## src/rtl/ldh_pkg.sv

```systemverilog
package ldh_pkg;

  localparam int INSN_W = 32;
  localparam int REG_W  = 5;
  localparam int OP_W   = 6;

  typedef enum logic [1:0] {
    HZ_NONE = 2'd0,
    HZ_RW   = 2'd1,
    HZ_RD   = 2'd2,
    HZ_WR   = 2'd3
  } hz_class_e;

  // Which operand fields an instruction reads or defines.
  typedef struct packed {
    logic use_rs;
    logic use_rt;
    logic def_rd;
    logic def_rt;
    logic def_ra;    // writes the link register
    logic merge_rt;  // partial load: defining rt dominates
  } opnd_use_t;

  function automatic logic [REG_W-1:0] f_rs(input logic [INSN_W-1:0] w);
    return w[25:21];
  endfunction

  function automatic logic [REG_W-1:0] f_rt(input logic [INSN_W-1:0] w);
    return w[20:16];
  endfunction

  function automatic logic [REG_W-1:0] f_rd(input logic [INSN_W-1:0] w);
    return w[15:11];
  endfunction

  function automatic opnd_use_t decode_use(input logic [INSN_W-1:0] w);
    opnd_use_t u;
    logic [OP_W-1:0] op;
    logic [OP_W-1:0] fn;
    u  = '0;
    op = w[31:26];
    fn = w[5:0];
    case (op)
      6'h00: begin
        case (fn)
          6'h00, 6'h02, 6'h03: begin u.use_rt = 1'b1; u.def_rd = 1'b1; end
          6'h04, 6'h06, 6'h07,
          6'h20, 6'h21, 6'h22, 6'h23, 6'h24, 6'h25, 6'h26, 6'h27,
          6'h2A, 6'h2B: begin
            u.use_rs = 1'b1; u.use_rt = 1'b1; u.def_rd = 1'b1;
          end
          6'h08:               u.use_rs = 1'b1;
          6'h09:               begin u.use_rs = 1'b1; u.def_rd = 1'b1; end
          6'h10, 6'h12:        u.def_rd = 1'b1;
          6'h11, 6'h13:        u.use_rs = 1'b1;
          6'h18, 6'h19, 6'h1A, 6'h1B: begin u.use_rs = 1'b1; u.use_rt = 1'b1; end
          default: ;
        endcase
      end
      6'h01: begin
        if (w[20:16] == 5'h00 || w[20:16] == 5'h01 ||
            w[20:16] == 5'h10 || w[20:16] == 5'h11)
          u.use_rs = 1'b1;
      end
      6'h03:               u.def_ra = 1'b1;
      6'h04, 6'h05:        begin u.use_rs = 1'b1; u.use_rt = 1'b1; end
      6'h06, 6'h07:        u.use_rs = 1'b1;
      6'h08, 6'h09, 6'h0A, 6'h0B, 6'h0C, 6'h0D, 6'h0E:
                           begin u.use_rs = 1'b1; u.def_rt = 1'b1; end
      6'h0F:               u.def_rt = 1'b1;
      6'h10, 6'h12: begin
        if (!w[25]) begin
          case (w[25:21])
            5'h00, 5'h02: u.def_rt = 1'b1;
            5'h04, 5'h06: u.use_rt = 1'b1;
            default: ;
          endcase
        end
      end
      6'h20, 6'h21, 6'h23, 6'h24, 6'h25:
                           begin u.use_rs = 1'b1; u.def_rt = 1'b1; end
      6'h22, 6'h26: begin
        u.use_rs = 1'b1; u.def_rt = 1'b1; u.merge_rt = 1'b1;
      end
      6'h28, 6'h29, 6'h2A, 6'h2B, 6'h2E:
                           begin u.use_rs = 1'b1; u.use_rt = 1'b1; end
      6'h32, 6'h3A:        u.use_rs = 1'b1;
      default: ;
    endcase
    return u;
  endfunction

  // Fold read/write hits into a class; merge-type write wins over read.
  function automatic hz_class_e fold_class(input logic rd_hit, input logic wr_hit,
                                           input logic merge_hit);
    if (merge_hit)            return HZ_WR;
    else if (rd_hit && wr_hit) return HZ_RW;
    else if (rd_hit)          return HZ_RD;
    else if (wr_hit)          return HZ_WR;
    else                      return HZ_NONE;
  endfunction

endpackage

```

## src/rtl/ldh_classify.sv

```systemverilog
module ldh_classify
  import ldh_pkg::*;
(
  input  logic [REG_W-1:0]  tgt,
  input  logic [INSN_W-1:0] insn,
  output hz_class_e         cls
);

  localparam logic [REG_W-1:0] LINK_REG = REG_W'(31);

  opnd_use_t use_w;
  logic      rs_read_hit;
  logic      rt_read_hit;
  logic      rd_write_hit;
  logic      rt_write_hit;
  logic      ra_write_hit;
  logic      any_read_hit;
  logic      any_write_hit;
  logic      merge_hit;
  logic      suppress;

  assign use_w         = decode_use(insn);
  assign rs_read_hit   = use_w.use_rs && (f_rs(insn) == tgt);
  assign rt_read_hit   = use_w.use_rt && (f_rt(insn) == tgt);
  assign rd_write_hit  = use_w.def_rd && (f_rd(insn) == tgt);
  assign rt_write_hit  = use_w.def_rt && (f_rt(insn) == tgt);
  assign ra_write_hit  = use_w.def_ra && (tgt == LINK_REG);
  assign any_read_hit  = rs_read_hit | rt_read_hit;
  assign any_write_hit = rd_write_hit | rt_write_hit | ra_write_hit;
  assign merge_hit     = use_w.merge_rt && rt_write_hit;
  assign suppress      = (tgt == '0) || (insn == '0);

  always_comb begin
    if (suppress) cls = HZ_NONE;
    else          cls = fold_class(any_read_hit, any_write_hit, merge_hit);
  end

endmodule

```

## src/rtl/ldh_sequencer.sv

```systemverilog
module ldh_sequencer
  import ldh_pkg::*;
#(
  parameter int DATA_W = 32
) (
  input  logic              clk,
  input  logic              rst_n,
  input  logic              ld_valid,
  input  logic [REG_W-1:0]  ld_tgt,
  input  logic [DATA_W-1:0] ld_data,
  input  hz_class_e         cls,
  input  logic              slot_done,
  output logic              slot_req,
  output logic              rf_we,
  output logic [REG_W-1:0]  rf_waddr,
  output logic [DATA_W-1:0] rf_wdata,
  output logic              busy
);

  typedef enum logic [1:0] {
    SQ_IDLE    = 2'd0,
    SQ_WR_PRE  = 2'd1,
    SQ_EXEC    = 2'd2,
    SQ_WR_POST = 2'd3
  } sq_state_e;

  sq_state_e         state_q;
  logic [REG_W-1:0]  tgt_q;
  logic [DATA_W-1:0] data_q;
  logic              post_q;

  logic accept;
  logic exec_end;
  logic write_slot;

  assign accept     = ld_valid && (state_q == SQ_IDLE);
  assign exec_end   = (state_q == SQ_EXEC) && slot_done;
  assign write_slot = (state_q == SQ_WR_PRE) || (state_q == SQ_WR_POST);

  always_ff @(posedge clk) begin
    if (!rst_n) begin
      state_q <= SQ_IDLE;
      tgt_q   <= '0;
      data_q  <= '0;
      post_q  <= 1'b0;
    end else begin
      case (state_q)
        SQ_IDLE: begin
          if (accept) begin
            tgt_q  <= ld_tgt;
            data_q <= ld_data;
            case (cls)
              HZ_RD:   begin state_q <= SQ_EXEC;   post_q <= 1'b1; end
              HZ_RW:   begin state_q <= SQ_EXEC;   post_q <= 1'b0; end
              default: begin state_q <= SQ_WR_PRE; post_q <= 1'b0; end
            endcase
          end
        end
        SQ_WR_PRE:  state_q <= SQ_EXEC;
        SQ_EXEC: begin
          if (exec_end) state_q <= post_q ? SQ_WR_POST : SQ_IDLE;
        end
        SQ_WR_POST: state_q <= SQ_IDLE;
        default:    state_q <= SQ_IDLE;
      endcase
    end
  end

  assign slot_req = (state_q == SQ_EXEC);
  assign rf_we    = write_slot && (tgt_q != '0);
  assign rf_waddr = tgt_q;
  assign rf_wdata = data_q;
  assign busy     = (state_q != SQ_IDLE);

  p_pre_write_r9: assert property (@(posedge clk) disable iff (!rst_n)
    accept && (cls == HZ_NONE || cls == HZ_WR) && (ld_tgt != '0) |=> rf_we && !slot_req);

  p_excl_r9: assert property (@(posedge clk) disable iff (!rst_n)
    !(rf_we && slot_req));

  p_read_first_r10: assert property (@(posedge clk) disable iff (!rst_n)
    accept && (cls == HZ_RD) |=> slot_req && !rf_we);

  p_post_write_r10: assert property (@(posedge clk) disable iff (!rst_n)
    slot_req && slot_done && post_q && (tgt_q != '0) |=> rf_we);

  p_discard_r11: assert property (@(posedge clk) disable iff (!rst_n)
    accept && (cls == HZ_RW) |=> slot_req);

  p_discard_end_r11: assert property (@(posedge clk) disable iff (!rst_n)
    slot_req && slot_done && !post_q |=> !rf_we && !busy);

  p_hold_r12: assert property (@(posedge clk) disable iff (!rst_n)
    busy && ld_valid |=> $stable(rf_waddr) && $stable(rf_wdata));

  p_no_r0_write_r13: assert property (@(posedge clk) disable iff (!rst_n)
    rf_we |-> (rf_waddr != '0));

endmodule

```

## src/rtl/ldslot_hazard_unit.sv

```systemverilog
module ldslot_hazard_unit
  import ldh_pkg::*;
#(
  parameter int DATA_W = 32
) (
  input  logic              clk,
  input  logic              rst_n,
  input  logic              ld_valid,
  input  logic [4:0]        ld_tgt,
  input  logic [DATA_W-1:0] ld_data,
  input  logic [31:0]       slot_insn,
  input  logic              slot_done,
  output logic [1:0]        hz_class,
  output logic              slot_req,
  output logic              rf_we,
  output logic [4:0]        rf_waddr,
  output logic [DATA_W-1:0] rf_wdata,
  output logic              busy
);

  hz_class_e cls_w;

  ldh_classify u_classify (
    .tgt  (ld_tgt),
    .insn (slot_insn),
    .cls  (cls_w)
  );

  assign hz_class = cls_w;

  ldh_sequencer #(.DATA_W(DATA_W)) u_seq (
    .clk       (clk),
    .rst_n     (rst_n),
    .ld_valid  (ld_valid),
    .ld_tgt    (ld_tgt),
    .ld_data   (ld_data),
    .cls       (cls_w),
    .slot_done (slot_done),
    .slot_req  (slot_req),
    .rf_we     (rf_we),
    .rf_waddr  (rf_waddr),
    .rf_wdata  (rf_wdata),
    .busy      (busy)
  );

  p_zero_target_r1: assert property (@(posedge clk) disable iff (!rst_n)
    (ld_tgt == 5'd0) |-> (hz_class == 2'd0));

  p_nop_none_r2: assert property (@(posedge clk) disable iff (!rst_n)
    (slot_insn == 32'd0) |-> (hz_class == 2'd0));

endmodule

```

## config.mk

```make
export PLATFORM = sky130hd
export DESIGN_NAME = ldslot_hazard_unit
export DESIGN_NICKNAME = d
export VERILOG_FILES = /design/src/rtl/ldh_pkg.sv /design/src/rtl/ldh_classify.sv /design/src/rtl/ldh_sequencer.sv /design/src/rtl/ldslot_hazard_unit.sv
export SDC_FILE = /design/constraint.sdc
export NUM_CORES = 1
export LEC_CHECK = 0
export ABC_AREA = 1
export BUFFER_PORTS_ARGS = -buffer_cell sky130_fd_sc_hd__buf_2
export CAP_MARGIN = 20
export CORE_ASPECT_RATIO = 0.9
export CORE_MARGIN = 5
export CORE_UTILIZATION = 50
export CTS_BUF_LIST = sky130_fd_sc_hd__clkbuf_4 sky130_fd_sc_hd__clkbuf_8 sky130_fd_sc_hd__clkbuf_16
export CTS_CLUSTER_DIAMETER = 60
export CTS_CLUSTER_SIZE = 10
export DETAILED_ROUTE_END_ITERATION = 8
export PLACE_DENSITY_LB_ADDON = 0.12
export SYNTH_ARGS = -nofsm -noshare
export SYNTH_HDL_FRONTEND = slang
export SYNTH_HIERARCHICAL = 1
export SYNTH_SLANG_ARGS = --single-unit
```

## constraint.sdc

```tcl
create_clock -name clk -period 5.6 [get_ports clk]
set_input_delay 1.12 -clock clk [delete_from_list [all_inputs] [get_ports clk]]
set_output_delay 1.12 -clock clk [all_outputs]
set_load 0.005 [all_outputs]
```

# After elaboration in Yosys (flattened, before gate mapping)
# Cells that the tools add are included.
[totals]
ff_bits = 40
inputBits = 73
out_inout_bits = 42
wordCells = 141
[classes]
n_eq_ne = 72
n_mux = 25
n_bitwise = 3
reduce_logical = 37
[ops]
columns = ["cell", "count"]
rows = [
  ["equality test 6 bit, second input constant", 24],
  ["equality test 6 x 4 -> 1 bit, second input constant", 10],
  ["equality test 6 x 5 -> 1 bit, second input constant", 10],
  ["equality test 6 x 3 -> 1 bit, second input constant", 7],
  ["logical NOT 32 bit", 1],
  ["OR reduction 25 bit", 1],
  ["OR reduction 21 bit", 1],
  ["OR reduction 20 bit", 1],
  ["OR reduction 19 bit", 1],
  ["equality test 6 x 2 -> 1 bit, second input constant", 3],
  ["2-to-1 mux 2 bit", 9],
  ["equality test 5 bit", 3],
  ["equality test 5 bit, second input constant", 3],
  ["logical NOT 5 bit", 3],
  ["OR reduction 15 bit", 1],
  ["logical NOT 6 bit", 2],
  ["2-to-1 mux 1 bit", 12],
  ["equality test 5 x 3 -> 1 bit, second input constant", 2],
  ["logical AND 1 bit", 10],
  ["OR reduction 2 bit", 5],
  ["one-hot mux 2 bit (4 select lines)", 1],
  ["OR reduction 7 bit", 1],
  ["equality test 2 bit, second input constant", 3],
  ["equality test 6 x 1 -> 1 bit, second input constant", 1],
  ["12 further kinds", 22],
]

# Depth between registers and ports, before layout
# Gate-level depths: netlist of the first run.
[depth]
word_depth = 18
mapped_depth = 21
depth_no_buf = 21

# Cells and area by module
# Netlist of the first run, hierarchy kept.
[by_module_without_submodules]
columns = ["mod", "n_inst", "cells_each", "area_per_inst_um2"]
rows = [
  ["ldh_sequencer", 1, 194, 1521.5],
  ["ldh_classify", 1, 188, 907.1],
]

# Worst setup path after synthesis of the first run
# OpenSTA, ideal clock, no wires.
[synth_timing]
kind = "in2out"
start = "input port ld_tgt[1]"
end = "output port hz_class[1]"
t_arrival_ns = 2.026
required_ns = 4.480
path_slack_ns = 2.454
stages = 10
path_cell_list = "buf_2 -> xnor2_1 -> nand3_1 -> nor2_4 -> nand2_1 -> nand3_2 -> nand3_1 -> nand3_1 -> nand2_1 -> inv_1"
[synth_between]
elab_chain_cells = 9
elab_cells_between_ends = 21
classes_between = "4 x eq/ne; 5 x mux; 3 x bitwise; 9 x reduce/logical"
[synth_lines]
columns = ["element", "line", "rtl"]
rows = [
  ["from (decl)", "ldslot_hazard_unit.sv:9", "input logic [4:0] ld_tgt,"],
  ["equality test 5 bit, on equally long branches", "ldh_classify.sv:25, ldh_classify.sv:24, ldh_classify.sv:26", ""],
  ["logical AND 1 bit, on equally long branches", "ldh_classify.sv:25, ldh_classify.sv:26", ""],
  ["bitwise OR 1 bit (2 in series)", "ldh_classify.sv:29", "assign any_write_hit = rd_write_hit | rt_write_hit | ra_write_hit;"],
  ["2-to-1 mux 2 bit", "ldh_pkg.sv:99", "else if (wr_hit) return HZ_WR;"],
  ["2-to-1 mux 2 bit", "ldh_pkg.sv:98", "else if (rd_hit) return HZ_RD;"],
  ["2-to-1 mux 2 bit", "ldh_pkg.sv:97", "else if (rd_hit && wr_hit) return HZ_RW;"],
  ["2-to-1 mux 2 bit", "ldh_pkg.sv:96", "if (merge_hit) return HZ_WR;"],
  ["2-to-1 mux 2 bit *", "ldh_classify.sv:34", "if (suppress) cls = HZ_NONE;"],
  ["to (decl)", "ldslot_hazard_unit.sv:13", "output logic [1:0] hz_class,"],
]
# Mark *: on every way between the ends. The rest lies on a longest branch, timed or not.

# Final worst setup path of the first run
[layout_timing]
start = "input port slot_insn[28]"
end = "output port hz_class[1]"
[layout_between]
elab_chain_cells = 11
elab_cells_between_ends = 59
classes_between = "30 x eq/ne; 11 x mux; 3 x bitwise; 15 x reduce/logical"
[layout_lines]
columns = ["element", "line", "rtl"]
rows = [
  ["from (decl)", "ldslot_hazard_unit.sv:11", "input logic [31:0] slot_insn,"],
  ["equality test 6 x 4 -> 1 bit, or another cell as far along", "ldh_pkg.sv:43", "case (op)"],
  ["OR reduction 15 bit (no source line) / OR reduction 2 bit (equally long branches)", "--", ""],
  ["one-hot mux 1 bit (2 select lines)", "ldh_pkg.sv:43", ""],
  ["logical AND 1 bit", "ldh_classify.sv:26", "assign rt_write_hit = use_w.def_rt && (f_rt(insn) == tgt);"],
  ["bitwise OR 1 bit (2 in series)", "ldh_classify.sv:29", ""],
  ["2-to-1 mux 2 bit", "ldh_pkg.sv:99", ""],
  ["2-to-1 mux 2 bit", "ldh_pkg.sv:98", ""],
  ["2-to-1 mux 2 bit", "ldh_pkg.sv:97", ""],
  ["2-to-1 mux 2 bit", "ldh_pkg.sv:96", ""],
  ["2-to-1 mux 2 bit *", "ldh_classify.sv:34", ""],
]
# Marks and branches as above.

==> flow_summary.json, run 1 <==
{
  "status": "finished, final reports clean",
  "cts_resized": 0,
  "post-route-period-util_pct": 62.6,
  "p_switching_w": 0.000251,
  "ant_nets": 0,
  "vias": 2627,
  "syn_nets": 456,
  "antenna_found_initial": 0,
  "clock_skew_ps": 5.48,
  "clk_latency_ps": 280,
  "timing.rr.start": "u_seq/state_q[0]",
  "yosysTopAreaCellShare_pct": 33.0,
  "fin_nets": 564,
  "dr.first_iter.drc_count": 138,
  "grt_pass1_vias": 2476,
  "synth_edf_count": 0,
  "h-tree-depth": 2,
  "dr.pass1.iters": 4,
  "hold_depth": 2,
  "min_to": "u_seq/rf_wdata[23]",
  "grt_util_met2_pct": 33.5,
  "max_stage_delay_ps": 200,
  "gr-usage-met3_pct": 6.27,
  "cp-end-kind": "output port",
  "rows": 24,
  "drv_cap": 0,
  "cp_cell_sequence": "buf_2, nor2_2, nand2_1, nor2_4, nand2_1, nor2_1, nand2_1, nand3_2, nand3_1, nand3_1, nand2_1, inv_1, buf_2",
  "power.total_w": 0.000830,
  "startpoint": "slot_insn[28]",
  "r2r_cells": 5,
  "holdBufCountCts": 0,
  "die_y_um": 76.1,
  "async_flop_share_pct": 0,
  "grt_pass1_wl_mm": 10.5,
  "drt_wl_total_mm": 6.38,
  "powerDensity_nw_per_um2": 268,
  "globalplace.congestion": 0.892,
  "clk_path_buf_depth": 2,
  "reg2reg_slack_ps": 4090,
  "synth-seq-area-share_pct": 33.0,
  "die_area_um2": 6350,
  "start_util_pct": 50.9,
  "worst_pin_slew_ps": 598,
  "gr-total-overflow": 0,
  "seqPwrFrac_pct": 41.8,
  "cts_tree": "built",
  "leakagePower_nw": 1.65,
  "final_cells": 556,
  "internal_power_w": 0.000579,
  "path_common_cell": "nand2_1",
  "top_usage_layer": "met2",
  "grt_max_degree": 41,
  "slew-limit-headroom_pct": 60.1,
  "synthDistinctLibCells": 32,
  "worstPathMaxFanout": 4,
  "synth_cells": 382,
  "min_period_ps": 3500,
  "io_buffers": 114,
  "synth_flop_cell": "dfxtp_1",
  "timing.rr.end": "u_seq/rf_wdata[17]",
  "root_buffer": "clkbuf_8",
  "crit_path_top_delay_cell": "nor2_2",
  "n_antenna_cell": 0,
  "min-delay-start": "u_seq/rf_wdata[23]",
  "grt_use_met1_pct": 23.4,
  "syn_to_final_growth_pct": 27.4,
  "post_cts_buffers": 0,
  "hold_violations": 0,
  "arrival_ps": 2380,
  "remaining_drc_errors": 0,
  "setup_viol": 0,
  "cp-start-kind": "primary input",
  "ys_ff_latch": 40,
  "ios": 115,
  "critPathRequiredTime_ps": 4480,
  "drv_slew": 0,
  "hold_path.class": "flop to flop",
  "rsz0062_at_grt": "false",
  "clock_power_share_pct": 30.1,
  "die_w_um": 83.5,
  "viasPerCell": 4.72,
  "share_comb_of_total_power_pct": 28.1,
  "fmax_mhz": 285,
  "synth_warnings": 6,
  "cts_buffers": 5,
  "synth_area_leaders": "dfxtp_1 (33%), nor2_1 (18%), nand2_1 (9.3%)",
  "place_hpwl_mm": 4.90,
  "clk_pin_slew_ps": 70,
  "syn_area_per_cell_um2": 6.36,
  "numClockSinks": 40,
  "wire_per_inst_um": 11.5,
  "grt_usage_pct": 19.4,
  "core_um2": 4770,
  "dp.cells": 548,
  "tns_ps": 0,
  "drive_gt1_share_pct": 32.0,
  "switching_share_pct": 30.3,
  "critPathKind": "primary input to output port",
  "ir_drop_uv": 191,
  "synth_area_um2": 2430,
  "netlist.top_cell.by_area": "dfxtp_1"
}
==> synthesized netlist by cell type (2+ instances only) <==
cell	count
a21oi_1	5
buf_6	3
buf_8	2
or2_1	2
nand3_1	25
buf_2	2
inv_1	25
nor2_4	5
nor2_1	115
nand3_2	4
dfxtp_1	40
clkbuf_1	4
xnor2_1	8
o21ai_1	21
nor3_1	3
nand2_1	60
nor4_1	3
inv_2	12
nand2_2	6
nor2_2	5
o21ai_0	21
==> logic make-up after synthesis <==
kind of cell	after synthesis	share of synthesized area [%]
xor+xnor	9	3.25
compound gates	47	9.69
fa+ha+maj	1	0.515
flops	40	33.0
simple gates	234	43.0
buf+inv	51	10.6
==> worst max-delay path by stage <==
| stage | slack, ps | endpoint |
|---|---|---|
| global placement | 2130 | hz_class[1] |
| floorplan | 2450 | hz_class[1] |
| CTS | 2100 | hz_class[1] |
| detailed placement | 2110 | hz_class[1] |
| global route | 1890 | hz_class[1] |
| finish | 2100 | hz_class[1] |
==> through the flow <==
stage / utilization, % / hold WS, ps / worst slack [ps] / instance area, um2
2_1_floorplan: - / 456 / 2450 / 2430
3_3_place_gp: 62.2 / 457 / 2130 / 2970
3_5_place_dp: 62.2 / 466 / 2110 / 2970
4_1_cts: 64.8 / 484 / 2100 / 3090
5_1_grt: 64.8 / 504 / 1890 / 3090
6_report: 64.8 / 482 / 2100 / 3090
==> layout make-up <==
type / instances / area (um2)
clock buffers: 7 / 96.3
clock inverters: 1 / 30.0
fillers: 444 / 1680
inverters: 38 / 145
multi-input cells: 291 / 1370
flip-flops and latches: 40 / 801
well taps: 65 / 81.3
repair buffers: 114 / 571
==> metal layers <==
| metal | vias to the layer above | share of wire (%) |
|---|---|---|
| met3 | 4 | 7.9 |
| met5 | - | 0 |
| li1 | 1409 | - |
| met2 | 85 | 48 |
| met1 | 1129 | 44 |
| met4 | 0 | 0.56 |
==> sequential cells by signal, indices dropped and copies added, names as in the netlist <==
signal	cells
u_seq/post_q	1
u_seq/rf_waddr	5
u_seq/rf_wdata	32
u_seq/state_q	2
==> placed cells by master, fill, tap and decap left out, types with 2 or more instances in the layout <==
cell        n
nor2_4      5
nor2_2      5
xnor2_1     8
nor4_1      3
nand2_1    60
nand2_2     6
buf_2     114
inv_1      25
inv_2      12
o21ai_1    21
nand3_1    25
dfxtp_1    40
nor3_1      3
clkbuf_8    7
nor2_1    115
o21ai_0    21
nand3_2     4
or2_1       2
a21oi_1     5
==> critical path: cells and delay by family <==
kind                   cells  cell delay, ps
AND/OR/NAND/NOR           10             940
buffers and inverters      3             310
==> power by group through the flow <==
stage / logic (W) / registers [W] / clock network [W]
after floorplan: 0.000149 / 0.000357 / 0
after global placement: 0.000230 / 0.000352 / 0
after detailed placement: 0.000233 / 0.000354 / 0
after CTS: 0.000235 / 0.000348 / 0.000258
after global routing: 0.000264 / 0.000352 / 0.000274
final: 0.000233 / 0.000347 / 0.000250
(Power assumes the default switching activity.)
==> run 2: changes to the inputs <==
Settings changed: CORE_UTILIZATION 50 to 47.
Clock period 5.6 ns to 3.3 ns, I/O delays scaled along.
==> flow_summary.json, run 2 (same netlist as run 1, synthesis figures left out) <==
{
  "die_w_um": 85.8,
  "rows": 24,
  "tns_ps": 0,
  "clock_skew_ps": 5.50,
  "drv_cap": 0,
  "io_buffers": 114,
  "cts_tree": "built",
  "antenna_found_initial": 0,
  "vias": 2652,
  "cts_resized": 0,
  "ios": 115,
  "final_area_um2": 3080,
  "largest_register_ffs": 32,
  "ir_drop_uv": 298,
  "final_common_cell": "nor2_1",
  "numClockSinks": 40,
  "fillers": 519,
  "hold_violations": 0,
  "critPathKind": "primary input to output port",
  "core_um2": 4920,
  "grt_pass1_vias": 2362,
  "crit_path_top_delay_cell": "nor2_1",
  "ant_nets": 0,
  "drt_wl_total_mm": 6.35,
  "setup_viol": 0,
  "gr-total-overflow": 0,
  "drive_gt1_share_pct": 32.0,
  "die_area_um2": 6710,
  "die_y_um": 78.2,
  "grt_usage_pct": 18.5,
  "root_buffer": "clkbuf_8",
  "hold_path.class": "flop to flop",
  "fmax_mhz": 386,
  "wire_per_inst_um": 11.4,
  "post-route-period-util_pct": 78.4,
  "status": "finished, final reports clean",
  "max_stage_delay_ps": 170,
  "slew-limit-headroom_pct": 61.2,
  "dp_slack_ps": 737,
  "globalplace.congestion": 0.863,
  "drv_slew": 0,
  "grt_max_degree": 41,
  "place_hpwl_mm": 4.93,
  "setup_slack_ps": 712,
  "min_period_ps": 2590,
  "n_antenna_cell": 0,
  "rsz0062_at_grt": "false",
  "holdBufCountCts": 0,
  "leakagePower_nw": 1.64,
  "clk_latency_ps": 280,
  "final_cell_mix": "nor2_1 (115), buf_2 (114), nand2_1 (60)",
  "critPathRequiredTime_ps": 2640,
  "cp-end-kind": "output port",
  "worstPathMaxFanout": 3,
  "cts_buffers": 5,
  "cp-start-kind": "primary input",
  "arrival_ps": 1930,
  "dr.first_iter.drc_count": 95,
  "grt_pass1_wl_mm": 10.4,
  "h-tree-depth": 2,
  "start_util_pct": 49.3,
  "clk_pin_slew_ps": 80,
  "fin_nets": 564,
  "place_area_um2": 2970,
  "hold_slack_ps": 478,
  "powerDensity_nw_per_um2": 446,
  "viasPerCell": 4.77,
  "cp_cell_sequence": "buf_2, nor2_1, nand3b_1, nor2_1, nor2_1, nand2_1, nand2_1, nand3_2, nand3_1, nand3_1, nand2_1, inv_1, buf_2",
  "power.total_w": 0.00137,
  "worst_pin_slew_ps": 583,
  "dr.pass1.iters": 4,
  "syn_to_final_growth_pct": 26.8,
  "remaining_drc_errors": 0,
  "post_cts_buffers": 0,
  "clk_path_buf_depth": 2
}
==> run 2: changes by cell type in the layout (fill, tap and decap cells not counted) <==
cell | before | now
clkinv_2 | 0 | 1
clkbuf_8 | 7 | 5
clkbuf_4 | 0 | 1
==> run 2: final timing paths <==
| kind | start | endpoint | slack (ps) | cells after the start |
|---|---|---|---|---|
| hold reg to reg | u_seq/rf_wdata[8] | u_seq/rf_wdata[8] | 480 | 2 |
| hold / removal | u_seq/rf_wdata[8] | u_seq/rf_wdata[8] | 480 | 2 |
| setup reg to reg | u_seq/state_q[0] | u_seq/post_q | 1810 | 5 |
| setup / recovery | slot_insn[25] | hz_class[1] | 710 | 13 |
==> run 2: critical path: cells and delay by family <==
family	cells	cell delay [ps]
buffers and inverters	3	320
and+or+nand+nor	10	950
==> run 2: area by class of cell <==
type,count,area [um2],share of cell area (%)
inverter,38,145,4.71
sequential,40,801,26.0
multi-input combinational,291,1370,44.5
timing repair buffer,114,571,18.5
tap,65,81.3,2.64
clock inverter,2,35.0,1.14
clock buffer,6,76.3,2.48
==> run 2: through the flow <==
stage / cells / utilization (%)
final: 556 / 62.5
after global routing: 556 / 62.5
after CTS: 556 / 62.5
after detailed placement: 548 / 60.3
after global placement: 548 / 60.3
after floorplan: 382 / -
==> run 2: metal layers <==
metal	GRT usage (%)	wire, um	up-vias
li1	-	-	1417
met1	23.5	2830	1140
met2	31.2	2840	93
met3	6.39	658	2
met4	2.53	19	0
met5	0	0	-
==> run 2: report_power, final <==
group / switching [W] / internal [W]
Sequential: 0.0000365 / 0.000552
Clock: 0.000159 / 0.000233
Combinational: 0.000232 / 0.000163
==> run 3: changes to the inputs <==
Settings changed: ABC_AREA 1 to 0, CORE_UTILIZATION 47 to 45.
Clock period 3.3 ns to 2.4 ns, I/O delays scaled along.
==> flow_summary.json, run 3 <==
{
  "synth_cells": 290,
  "worst_pin_slew_ps": 550,
  "clk_latency_ps": 280,
  "arrival_ps": 2250,
  "ios": 115,
  "ys_ff_latch": 40,
  "seq_area_um2": 801,
  "setup_slack_ps": -333,
  "synth.top_cells.by_count": "nand2_1 (48), nand3_1 (45), dfxtp_1 (40)",
  "synth_flop_cell": "dfxtp_1",
  "drt_wl_total_mm": 6.59,
  "wire_per_inst_um": 13.3,
  "io_buffers": 114,
  "violations": "negative setup slack",
  "post-route-period-util_pct": 114,
  "drive_gt1_share_pct": 43.1,
  "ant_nets": 0,
  "fillers": 417,
  "fmax_mhz": 366,
  "syn_to_final_growth_pct": 49.3,
  "die_area_um2": 6430,
  "grt_pass1_vias": 2396,
  "hold_slack_ps": 403,
  "largest_register_ffs": 32,
  "syn_area_per_cell_um2": 7.65,
  "cts_buffers": 5,
  "grt_usage_pct": 20.0,
  "viasPerCell": 5.14,
  "antenna_found_initial": 0,
  "vias": 2557,
  "drv_slew": 0,
  "synth_most_common_cell": "nand2_1",
  "holdBufCountCts": 0,
  "synthXorXnorAreaFrac_pct": 6.32,
  "status": "finished, violations left",
  "dp_slack_ps": -393,
  "clock_skew_ps": 6.86,
  "yosysTopAreaCellShare_pct": 36.1,
  "gr-total-overflow": 0,
  "grt_pass1_wl_mm": 10.9,
  "die_w_um": 84.0,
  "rsz0062_at_grt": "true",
  "final_common_cell": "buf_2",
  "slew-limit-headroom_pct": 63.3,
  "leakagePower_nw": 1.48,
  "synthMuxAreaShare_pct": 0.451,
  "clk_pin_slew_ps": 80,
  "power.total_w": 0.00157,
  "dr.first_iter.drc_count": 104,
  "h-tree-depth": 2,
  "dr.pass1.iters": 4,
  "rows": 24,
  "synth-compound-area-share_pct": 17.9,
  "min_period_ps": 2730,
  "yosys.area_share.simple_pct": 31.5,
  "cts_tree": "built",
  "powerDensity_nw_per_um2": 474,
  "async_flop_share_pct": 0,
  "syn_nets": 364,
  "worstPathMaxFanout": 3,
  "multi_input_area_um2": 1380,
  "synth-seq-area-share_pct": 36.1,
  "remaining_drc_errors": 0,
  "synthDistinctLibCells": 47,
  "synth_top_family_by_area": "simple AND/OR/NAND/NOR gates",
  "numClockSinks": 40,
  "globalplace.congestion": 1.02,
  "die_y_um": 76.6,
  "synth_edf_count": 0,
  "synthAdderAreaFrac_pct": 0.564,
  "max_stage_delay_ps": 540,
  "clk_path_buf_depth": 2,
  "hold_violations": 0,
  "synth_warnings": 6,
  "hold_path.class": "primary input to flop",
  "root_buffer": "clkbuf_8",
  "setup_viol": 4,
  "grt_max_degree": 49,
  "n_antenna_cell": 0,
  "synth_area_leaders": "dfxtp_1 (36%), nand3_1 (10%), o21ai_0 (8.8%)",
  "cp-end-kind": "output port",
  "crit_path_top_delay_cell": "or4b_4",
  "ir_drop_uv": 430,
  "cp-start-kind": "primary input",
  "critPathBufInv": 2,
  "core_um2": 4800,
  "place_hpwl_mm": 4.86,
  "critPathKind": "primary input to output port",
  "path_delay_family": "simple AND/OR/NAND/NOR gates",
  "final_cell_mix": "buf_2 (107), nand2_1 (47), nand3_1 (45)",
  "synth_area_um2": 2220,
  "fin_nets": 506,
  "drv_cap": 0,
  "cp_cell_sequence": "buf_6, or4b_4, a21oi_2, a2111oi_2, o31a_1, or3_1, a31oi_2, buf_2",
  "start_util_pct": 46.1,
  "netlist.top_cell.by_area": "dfxtp_1",
  "critPathRequiredTime_ps": 1920
}
-- run 3: cell count changes in the layout (fill, tap and decap cells not counted), moves of 12 or more --
cell and change:
inv_1 -21, nand2_1 -13, o21ai_1 -13, o21ai_0 +16, nand3_1 +20, inv_2 -12
buf_4 +41, nor2_1 -110
-- run 3: area by class of cell --
| cell class | count | area share [%] |
|---|---|---|
| timing repair buffer | 157 | 28.7 |
| tap | 65 | 2.46 |
| clock buffer | 5 | 2.08 |
| sequential | 40 | 24.2 |
| inverter | 4 | 0.454 |
| multi-input combinational | 224 | 41.8 |
| clock inverter | 2 | 0.378 |
-- run 3: kinds of logic after synthesis --
kind of cell / count (synthesis)
AO/OA/AOI/OAI: 68
XOR/XNOR: 16
adder cells (fa/ha/maj): 1
buffers and inverters: 26
flip-flops: 40
multiplexers: 1
AND/OR/NAND/NOR: 138
-- run 3: what timing repair did --
item / in CTS / in global routing
buffers inserted: 3 / 3
pin swaps: 2 / 10
setup endpoints to repair: 4 / 5
gates resized for setup: 13 / 20
-- run 3: report_power, final --
| group | internal [W] | switching [W] |
|---|---|---|
| Sequential | 0.000716 | 0.0000284 |
| Clock | 0.000197 | 0.000217 |
| Combinational | 0.000202 | 0.000209 |
| Total | 0.00111 | 0.000454 |
-- run 3: final timing paths --
| check | startpoint | endpoint | slack [ps] | cells past startpoint |
|---|---|---|---|---|
| setup / recovery | slot_insn[3] | hz_class[1] | -330 | 8 |
| setup reg to reg | u_seq/state_q[1] | u_seq/rf_wdata[0] | 1100 | 4 |
| hold reg to reg | u_seq/rf_wdata[1] | u_seq/rf_wdata[1] | 450 | 2 |
| hold / removal | ld_data[13] | u_seq/rf_wdata[13] | 400 | 3 |
-- run 3: through the flow --
stage	TNS (ps)	instance area (um2)	util, %	std cells
4_1_cts	-543	3220	67.0	496
6_report	-577	3310	68.9	497
3_3_place_gp	-1190	3060	63.8	487
3_5_place_dp	-1290	3060	63.8	487
2_1_floorplan	-410	2240	-	290
5_1_grt	-748	3310	68.9	497
-- run 3: layer usage --
metal	track usage [%]	wire length, um	vias up
met2	32.4	3080	94
met5	0	0	-
li1	-	-	1315
met1	26.0	2920	1139
met4	5.14	85	0
met3	5.73	495	9
-- run 3: worst min-delay path: cells and delay by family --
family                 cells  cell delay, ps
buffers and inverters      1              70
AOI/OAI and AO/OA          1              60
and+or+nand+nor            1              50
